<file path="src/rtl/lutseq_pkg.sv">
package lutseq_pkg;

  localparam int INSTR_W = 16;
  localparam int OPC_W   = 6;

  localparam logic [OPC_W-1:0] OPC_STOP = 6'h00;
  localparam logic [OPC_W-1:0] OPC_JUMP = 6'h1F;

  localparam logic [3:0] ERR_JUMP_HOST = 4'h2;
  localparam logic [3:0] ERR_BAD_OPC   = 4'h3;
  localparam logic [3:0] ERR_SDR_DUMMY = 4'h4;
  localparam logic [3:0] ERR_DDR_DUMMY = 4'h5;

  typedef enum logic {ST_IDLE, ST_RUN} seqState_e;

  // strobes from control to datapath
  typedef struct packed {
    logic       loadStart;
    logic       emitOp;
    logic       finish;
    logic       raiseErr;
    logic [3:0] errCode;
    logic       savePtr;
  } seqCtl_t;

  function automatic logic isPhaseOpc(input logic [OPC_W-1:0] opc);
    return (opc[4] == 1'b0) && (opc[3:0] >= 4'd1) && (opc[3:0] <= 4'd13);
  endfunction

  function automatic logic isDummyOpc(input logic [OPC_W-1:0] opc);
    return (opc[4] == 1'b0) && ((opc[3:0] == 4'd12) || (opc[3:0] == 4'd13));
  endfunction

endpackage

</file>
<file path="src/rtl/lutseq_datapath.sv">
module lutseq_datapath
  import lutseq_pkg::*;
#(
  parameter int NUM_SEQ = 16,
  localparam int SEQ_W   = $clog2(NUM_SEQ),
  localparam int WADDR_W = SEQ_W + 2
) (
  input  logic               clk,
  input  logic               rstN,
  input  logic               tblWrEn,
  input  logic [WADDR_W-1:0] tblWrAddr,
  input  logic [31:0]        tblWrData,
  input  logic [SEQ_W-1:0]   startSeq,
  input  logic               startContinue,
  input  seqCtl_t            ctl,
  output logic [OPC_W-1:0]   curOpcode,
  output logic               pastEnd,
  output logic               opValid,
  output logic [3:0]         opKind,
  output logic               opDdr,
  output logic [3:0]         opLanes,
  output logic [7:0]         opOperand,
  output logic               csActive,
  output logic               seqDone,
  output logic               errValid,
  output logic [3:0]         errCode,
  output logic [SEQ_W-1:0]   errSeq
);

  localparam int WORDS = NUM_SEQ * 4;

  logic [31:0]        lutMem [WORDS];
  logic [SEQ_W-1:0]   seqReg;
  logic [3:0]         slotReg;
  logic [2:0]         savedPtr;
  logic [31:0]        rdWord;
  logic [INSTR_W-1:0] curInstr;
  logic [1:0]         curPad;
  logic [7:0]         curOperand;

  always_ff @(posedge clk or negedge rstN) begin
    if (!rstN) begin
      for (int i = 0; i < WORDS; i++) lutMem[i] <= '0;
    end else if (tblWrEn) begin
      lutMem[tblWrAddr] <= tblWrData;
    end
  end

  assign rdWord     = lutMem[{seqReg, slotReg[2:1]}];
  assign curInstr   = slotReg[0] ? rdWord[31:16] : rdWord[15:0];
  assign curOpcode  = curInstr[15:10];
  assign curPad     = curInstr[9:8];
  assign curOperand = curInstr[7:0];
  assign pastEnd    = slotReg[3];

  always_ff @(posedge clk or negedge rstN) begin
    if (!rstN) begin
      seqReg    <= '0;
      slotReg   <= '0;
      savedPtr  <= '0;
      opValid   <= 1'b0;
      opKind    <= '0;
      opDdr     <= 1'b0;
      opLanes   <= '0;
      opOperand <= '0;
      csActive  <= 1'b0;
      seqDone   <= 1'b0;
      errValid  <= 1'b0;
      errCode   <= '0;
      errSeq    <= '0;
    end else begin
      opValid  <= ctl.emitOp;
      seqDone  <= ctl.finish;
      errValid <= ctl.raiseErr;
      if (ctl.loadStart) begin
        seqReg  <= startSeq;
        slotReg <= startContinue ? {1'b0, savedPtr} : 4'd0;
      end else if (ctl.emitOp) begin
        slotReg <= slotReg + 4'd1;
      end
      if (ctl.emitOp) begin
        opKind    <= curOpcode[3:0];
        opDdr     <= curOpcode[5];
        opLanes   <= 4'b0001 << curPad;
        opOperand <= curOperand;
        csActive  <= 1'b1;
      end else if (ctl.finish || ctl.raiseErr) begin
        csActive  <= 1'b0;
      end
      if (ctl.raiseErr) begin
        errCode <= ctl.errCode;
        errSeq  <= seqReg;
      end
      if (ctl.savePtr) savedPtr <= curOperand[2:0];
    end
  end

  assert_one_event_R2: assert property (@(posedge clk) disable iff (!rstN)
    $onehot0({opValid, seqDone, errValid}));
  assert_lanes_onehot_R3: assert property (@(posedge clk) disable iff (!rstN)
    opValid |-> $onehot(opLanes));
  assert_done_drops_cs_R4: assert property (@(posedge clk) disable iff (!rstN)
    seqDone |-> !csActive);
  assert_err_code_legal_R7: assert property (@(posedge clk) disable iff (!rstN)
    errValid |-> (errCode inside {4'h2, 4'h3, 4'h4, 4'h5}));
  assert_err_drops_cs_R10: assert property (@(posedge clk) disable iff (!rstN)
    errValid |-> !csActive);
  assert_op_under_cs_R12: assert property (@(posedge clk) disable iff (!rstN)
    opValid |-> csActive);

endmodule

</file>
<file path="src/rtl/lutseq_control.sv">
module lutseq_control
  import lutseq_pkg::*;
(
  input  logic             clk,
  input  logic             rstN,
  input  logic             startReq,
  input  logic             startIsIp,
  input  logic [OPC_W-1:0] curOpcode,
  input  logic             pastEnd,
  output seqCtl_t          ctl,
  output logic             busy
);

  seqState_e state, nextState;
  logic      ddrMode;
  logic      originIp;
  logic      firstInstr;
  logic      effDdr;
  logic      dummyOpc;

  assign effDdr   = firstInstr ? curOpcode[5] : ddrMode;
  assign dummyOpc = isDummyOpc(curOpcode);
  assign busy     = (state == ST_RUN);

  always_comb begin
    ctl       = '0;
    nextState = state;
    case (state)
      ST_IDLE: begin
        if (startReq) begin
          ctl.loadStart = 1'b1;
          nextState     = ST_RUN;
        end
      end
      default: begin
        nextState = ST_IDLE;
        if (pastEnd || curOpcode == OPC_STOP) begin
          ctl.finish = 1'b1;
        end else if (curOpcode == OPC_JUMP) begin
          if (originIp) begin
            ctl.raiseErr = 1'b1;
            ctl.errCode  = ERR_JUMP_HOST;
          end else begin
            ctl.finish  = 1'b1;
            ctl.savePtr = 1'b1;
          end
        end else if (!isPhaseOpc(curOpcode)) begin
          ctl.raiseErr = 1'b1;
          ctl.errCode  = ERR_BAD_OPC;
        end else if (dummyOpc && !curOpcode[5] && effDdr) begin
          ctl.raiseErr = 1'b1;
          ctl.errCode  = ERR_SDR_DUMMY;
        end else if (dummyOpc && curOpcode[5] && !effDdr) begin
          ctl.raiseErr = 1'b1;
          ctl.errCode  = ERR_DDR_DUMMY;
        end else begin
          ctl.emitOp = 1'b1;
          nextState  = ST_RUN;
        end
      end
    endcase
  end

  always_ff @(posedge clk or negedge rstN) begin
    if (!rstN) begin
      state      <= ST_IDLE;
      ddrMode    <= 1'b0;
      originIp   <= 1'b0;
      firstInstr <= 1'b0;
    end else begin
      state <= nextState;
      if (ctl.loadStart) begin
        originIp   <= startIsIp;
        firstInstr <= 1'b1;
      end else if (ctl.emitOp) begin
        firstInstr <= 1'b0;
        if (firstInstr) ddrMode <= curOpcode[5];
      end
    end
  end

  assert_dummy_matches_rate_R8: assert property (@(posedge clk) disable iff (!rstN)
    (ctl.emitOp && !firstInstr && dummyOpc) |-> (curOpcode[5] == ddrMode));
  assert_start_ignored_busy_R11: assert property (@(posedge clk) disable iff (!rstN)
    (busy && startReq && !ctl.finish && !ctl.raiseErr) |=> busy);

endmodule

</file>
<file path="src/rtl/lutseq_top.sv">
module lutseq_top
  import lutseq_pkg::*;
#(
  parameter int NUM_SEQ = 16,
  localparam int SEQ_W   = $clog2(NUM_SEQ),
  localparam int WADDR_W = SEQ_W + 2
) (
  input  logic               clk,
  input  logic               rstN,
  input  logic               tblWrEn,
  input  logic [WADDR_W-1:0] tblWrAddr,
  input  logic [31:0]        tblWrData,
  input  logic               startReq,
  input  logic [SEQ_W-1:0]   startSeq,
  input  logic               startIsIp,
  input  logic               startContinue,
  output logic               busy,
  output logic               opValid,
  output logic [3:0]         opKind,
  output logic               opDdr,
  output logic [3:0]         opLanes,
  output logic [7:0]         opOperand,
  output logic               csActive,
  output logic               seqDone,
  output logic               errValid,
  output logic [3:0]         errCode,
  output logic [SEQ_W-1:0]   errSeq
);

  seqCtl_t          ctl;
  logic [OPC_W-1:0] curOpcode;
  logic             pastEnd;

  lutseq_control u_control (
    .clk       (clk),
    .rstN      (rstN),
    .startReq  (startReq),
    .startIsIp (startIsIp),
    .curOpcode (curOpcode),
    .pastEnd   (pastEnd),
    .ctl       (ctl),
    .busy      (busy)
  );

  lutseq_datapath #(.NUM_SEQ(NUM_SEQ)) u_datapath (
    .clk           (clk),
    .rstN          (rstN),
    .tblWrEn       (tblWrEn),
    .tblWrAddr     (tblWrAddr),
    .tblWrData     (tblWrData),
    .startSeq      (startSeq),
    .startContinue (startContinue),
    .ctl           (ctl),
    .curOpcode     (curOpcode),
    .pastEnd       (pastEnd),
    .opValid       (opValid),
    .opKind        (opKind),
    .opDdr         (opDdr),
    .opLanes       (opLanes),
    .opOperand     (opOperand),
    .csActive      (csActive),
    .seqDone       (seqDone),
    .errValid      (errValid),
    .errCode       (errCode),
    .errSeq        (errSeq)
  );

endmodule

</file>
<file path="config.mk">
export PLATFORM = sky130hd
export DESIGN_NAME = lutseq_top
export DESIGN_NICKNAME = d
export VERILOG_FILES = /design/src/rtl/lutseq_pkg.sv /design/src/rtl/lutseq_datapath.sv /design/src/rtl/lutseq_control.sv /design/src/rtl/lutseq_top.sv
export SDC_FILE = /design/constraint.sdc
export NUM_CORES = 2
export LEC_CHECK = 0
export ABC_CLOCK_PERIOD_IN_PS = 6200
export BUFFER_PORTS_ARGS = -buffer_cell sky130_fd_sc_hd__buf_4
export CORE_ASPECT_RATIO = 1.2
export CORE_MARGIN = 2
export CORE_UTILIZATION = 36
export CTS_BUF_LIST = sky130_fd_sc_hd__clkbuf_2 sky130_fd_sc_hd__clkbuf_4 sky130_fd_sc_hd__clkbuf_8
export CTS_CLUSTER_SIZE = 24
export DETAILED_ROUTE_END_ITERATION = 8
export PLACE_DENSITY_LB_ADDON = 0.25
export SLEW_MARGIN = 10
export SYNTH_ARGS = -nofsm -noshare
export SYNTH_HDL_FRONTEND = slang
export SYNTH_SLANG_ARGS = --single-unit
export TNS_END_PERCENT = 10
</file>
<file path="constraint.sdc">
create_clock -name clk -period 6.2 [get_ports clk]
set_input_delay 0.62 -clock clk [delete_from_list [all_inputs] [get_ports clk]]
set_output_delay 0.62 -clock clk [all_outputs]
set_load 0.005 [all_outputs]
</file>
==> qor.yml <==
outcome: "complete, no violations"
path_clk_slew_ps: 60
vias_per_cell: 5.66
ir_drop_v: 0.000245
postCtsSetupRepairBufs: 0
timing.rr.end: "u_datapath.errCode[0]"
clk_latency_ps: 970
yosys-top-cells-area: "dfrtp_1, mux2_2, mux4_2"
drc: 0
cts_max_level: 5
netlist.area_leader.share_pct: 55.5
vias: 53100
place_congestion: 0.791
synth_warnings: 0
cts.sinks: 2091
die-area_sq_um: 266000
die_w_um: 471
synth_nets: 5776
ys_seq_area_share_pct: 55.5
grt.total_usage_pct: 22.1
num_rows: 205
cap_violations: 0
power.density_nw_per_um2: 377
synth_edf_count: 0
postCtsHoldBufs: 7
reg2reg_slack_ps: 1210
numCtsBuffers: 345
root_buffer: "clkbuf_8"
hp-class: "input pin to flip-flop"
clock_path_buffers: 4
cts_tree: "done"
ys_types: 61
portBuffers: 76
crit_end: "u_datapath.errCode[0]"
grt_pass1_wl_mm: 423
ys_seq_elements: 2091
cp-end-kind: "flip-flop"
yosysTopAreaCell: "dfrtp_1"
crit_required_ps: 7040
critPathLaunchType: "flip-flop"
drt_iter0_drc: 4349
maxSlewViolCount: 0
first_global_vias: 56600
drt-total-wl_mm: 294
final_util_pct: 40.8
arrival_ps: 5830
final.setup_skew_ps: 66.2
synth.avg_cell_area_sq_um: 16.5
finalSetupViolations: 0
dp.final_hpwl_mm: 165
io_pins: 78
netlist_area_sq_um: 94300
ant_nets: 0
dr.pass1.iters: 7
overflow: 0
p_leak_uw: 0.0481
rsz0062_at_grt: "no"
area_growth_pct: 12.7
r2r_cells: 11
r2r-start: "u_datapath.slotReg[1]"
drive_above_1_share_pct: 60.4
nets: 5775
synth_ff_type: "dfrtp_1"
syn-instance-count: 5727
antenna_found_initial: 18
critical_path_class: "flip-flop to flip-flop"
post_cts_resized: 0
tns_ps: 0
post-route-min-period_ps: 4990
wl_per_cell_um: 31.3
report.final.hold_viol_count: 0
crit_path_start: "u_datapath.slotReg[1]"
grt_max_degree: 176
period_share_pct: 80.5
die_h_um: 565
async_flop_share_pct: 100
initial_utilization_pct: 36.2
core_region_area_sq_um: 260000
max_freq_mhz: 200
tightest_slew_ps: 1370
relSlewSlack_pct: 8.73
worst-path-max-fanout: 19
## registers in the layout, summed over array words and instances, names as in the netlist
| register | count |
|---|---|
| u_datapath.seqDone | 1 |
| u_datapath.csActive | 1 |
| u_datapath.opOperand | 8 |
| u_datapath.opLanes | 4 |
| u_datapath.errSeq | 4 |
| u_datapath.lutMem | 2048 |
| u_datapath.savedPtr | 3 |
| u_datapath.opKind | 4 |
| u_datapath.opValid | 1 |
| u_control.firstInstr | 1 |
| u_control.ddrMode | 1 |
| u_datapath.errValid | 1 |
| u_datapath.slotReg | 4 |
| u_control.busy | 1 |
| u_datapath.seqReg | 4 |
| u_datapath.errCode | 3 |
| u_control.originIp | 1 |
| u_datapath.opDdr | 1 |
## logic make-up (layout without fill, tap and decap cells)
kind of cell               count (synthesis)  in the layout  share of synthesized area [%]
muxes                                   2751           2751                           40.5
DFF                                     2091           2091                           55.5
buffers and inverters                    594            842                           2.47
and+or+nand+nor                          226            226                           1.10
AOI/OAI and AO/OA                         63             63                          0.475
adders and majority gates                  1              1                         0.0133
other                                      1              6                        0.00398
## synthesized netlist by cell type (6+ instances only)
| library cell | number |
|---|---|
| dfrtp_1 | 2091 |
| mux2_2 | 2056 |
| mux4_2 | 641 |
| clkbuf_1 | 409 |
| buf_1 | 132 |
| nand2_1 | 87 |
| nor2_1 | 62 |
| buf_2 | 33 |
| mux2i_1 | 32 |
| mux2_1 | 18 |
| nand3_1 | 13 |
| nor3_1 | 12 |
| nor2b_1 | 10 |
| a21oi_1 | 8 |
| nand2b_1 | 8 |
| o21ai_0 | 8 |
| buf_6 | 6 |
| o22ai_1 | 6 |
## worst max-delay path, stage by stage (launching register included)
cell and delay, ps:
dfrtp_4 720, buf_4 440, mux4_2 550, mux4_2 520, mux4_2 490, mux2_2 400, or2_0 270, nor3_1 270
o21ai_1 250, a211o_2 490, inv_2 90, mux2_1 310
## cell usage in the layout, fill, tap and decap left out, types with 32 or more instances in the layout
cell type	Yosys	final
mux4_2	641	641
clkbuf_8	0	443
mux2_2	2056	2056
buf_4	5	187
clkbuf_4	0	114
nor2_4	0	43
nand2_1	87	68
dfrtp_1	2091	2085
buf_12	0	42
mux2i_1	32	32
## worst min-delay path by stage
stage | startpoint | end | slack [ps] | depth (start not counted)
floorplan | rstN | u_control.busy | 320 | 0
global placement | u_datapath.lutMem[947] | u_datapath.lutMem[947] | 480 | 1
detailed placement | u_datapath.lutMem[1459] | u_datapath.lutMem[1459] | 490 | 1
CTS | tblWrData[12] | u_datapath.lutMem[940] | 230 | 2
global route | tblWrData[12] | u_datapath.lutMem[396] | 280 | 2
finish | startReq | u_control.originIp | 290 | 4
## where the power goes
part	switching, uW	internal, uW
Combinational	5130	5390
Clock	5670	7070
Sequential	1290	15500
## routing by layer
| metal | vias to the layer above | global-route usage, % | wire length [um] | share of wire (%) |
|---|---|---|---|---|
| met5 | - | 0 | 63 | 0.021 |
| met2 | 1500 | 36.4 | 143000 | 49 |
| li1 | 21400 | - | - | - |
| met3 | 520 | 3.64 | 14600 | 5.0 |
| met1 | 29700 | 29.6 | 126000 | 43 |
| met4 | 10 | 7.40 | 10100 | 3.4 |
## final cells by class
cell class	instances	area (sq um)
diodes	5	12.5
clock buffers	557	6950
clock inverters	39	267
fillers	23500	154000
inverters	9	36.3
multi-input cells	3042	40100
flip-flops and latches	2091	52300
well taps	3415	4270
repair buffers	237	2340
## stage by stage
stage	hold WS (ps)	worst slack, ps	total power (uW)	cells	area [sq um]
after floorplan	324	1880	24000	5727	94300
after global placement	481	1150	27500	8787	99000
after detailed placement	487	1220	27700	8787	99000
after CTS	225	1190	40500	9390	106000
after global routing	279	1010	41900	9395	106000
final	286	1210	40100	9395	106000
No activity file was read; power rests on OpenSTA's default activity.
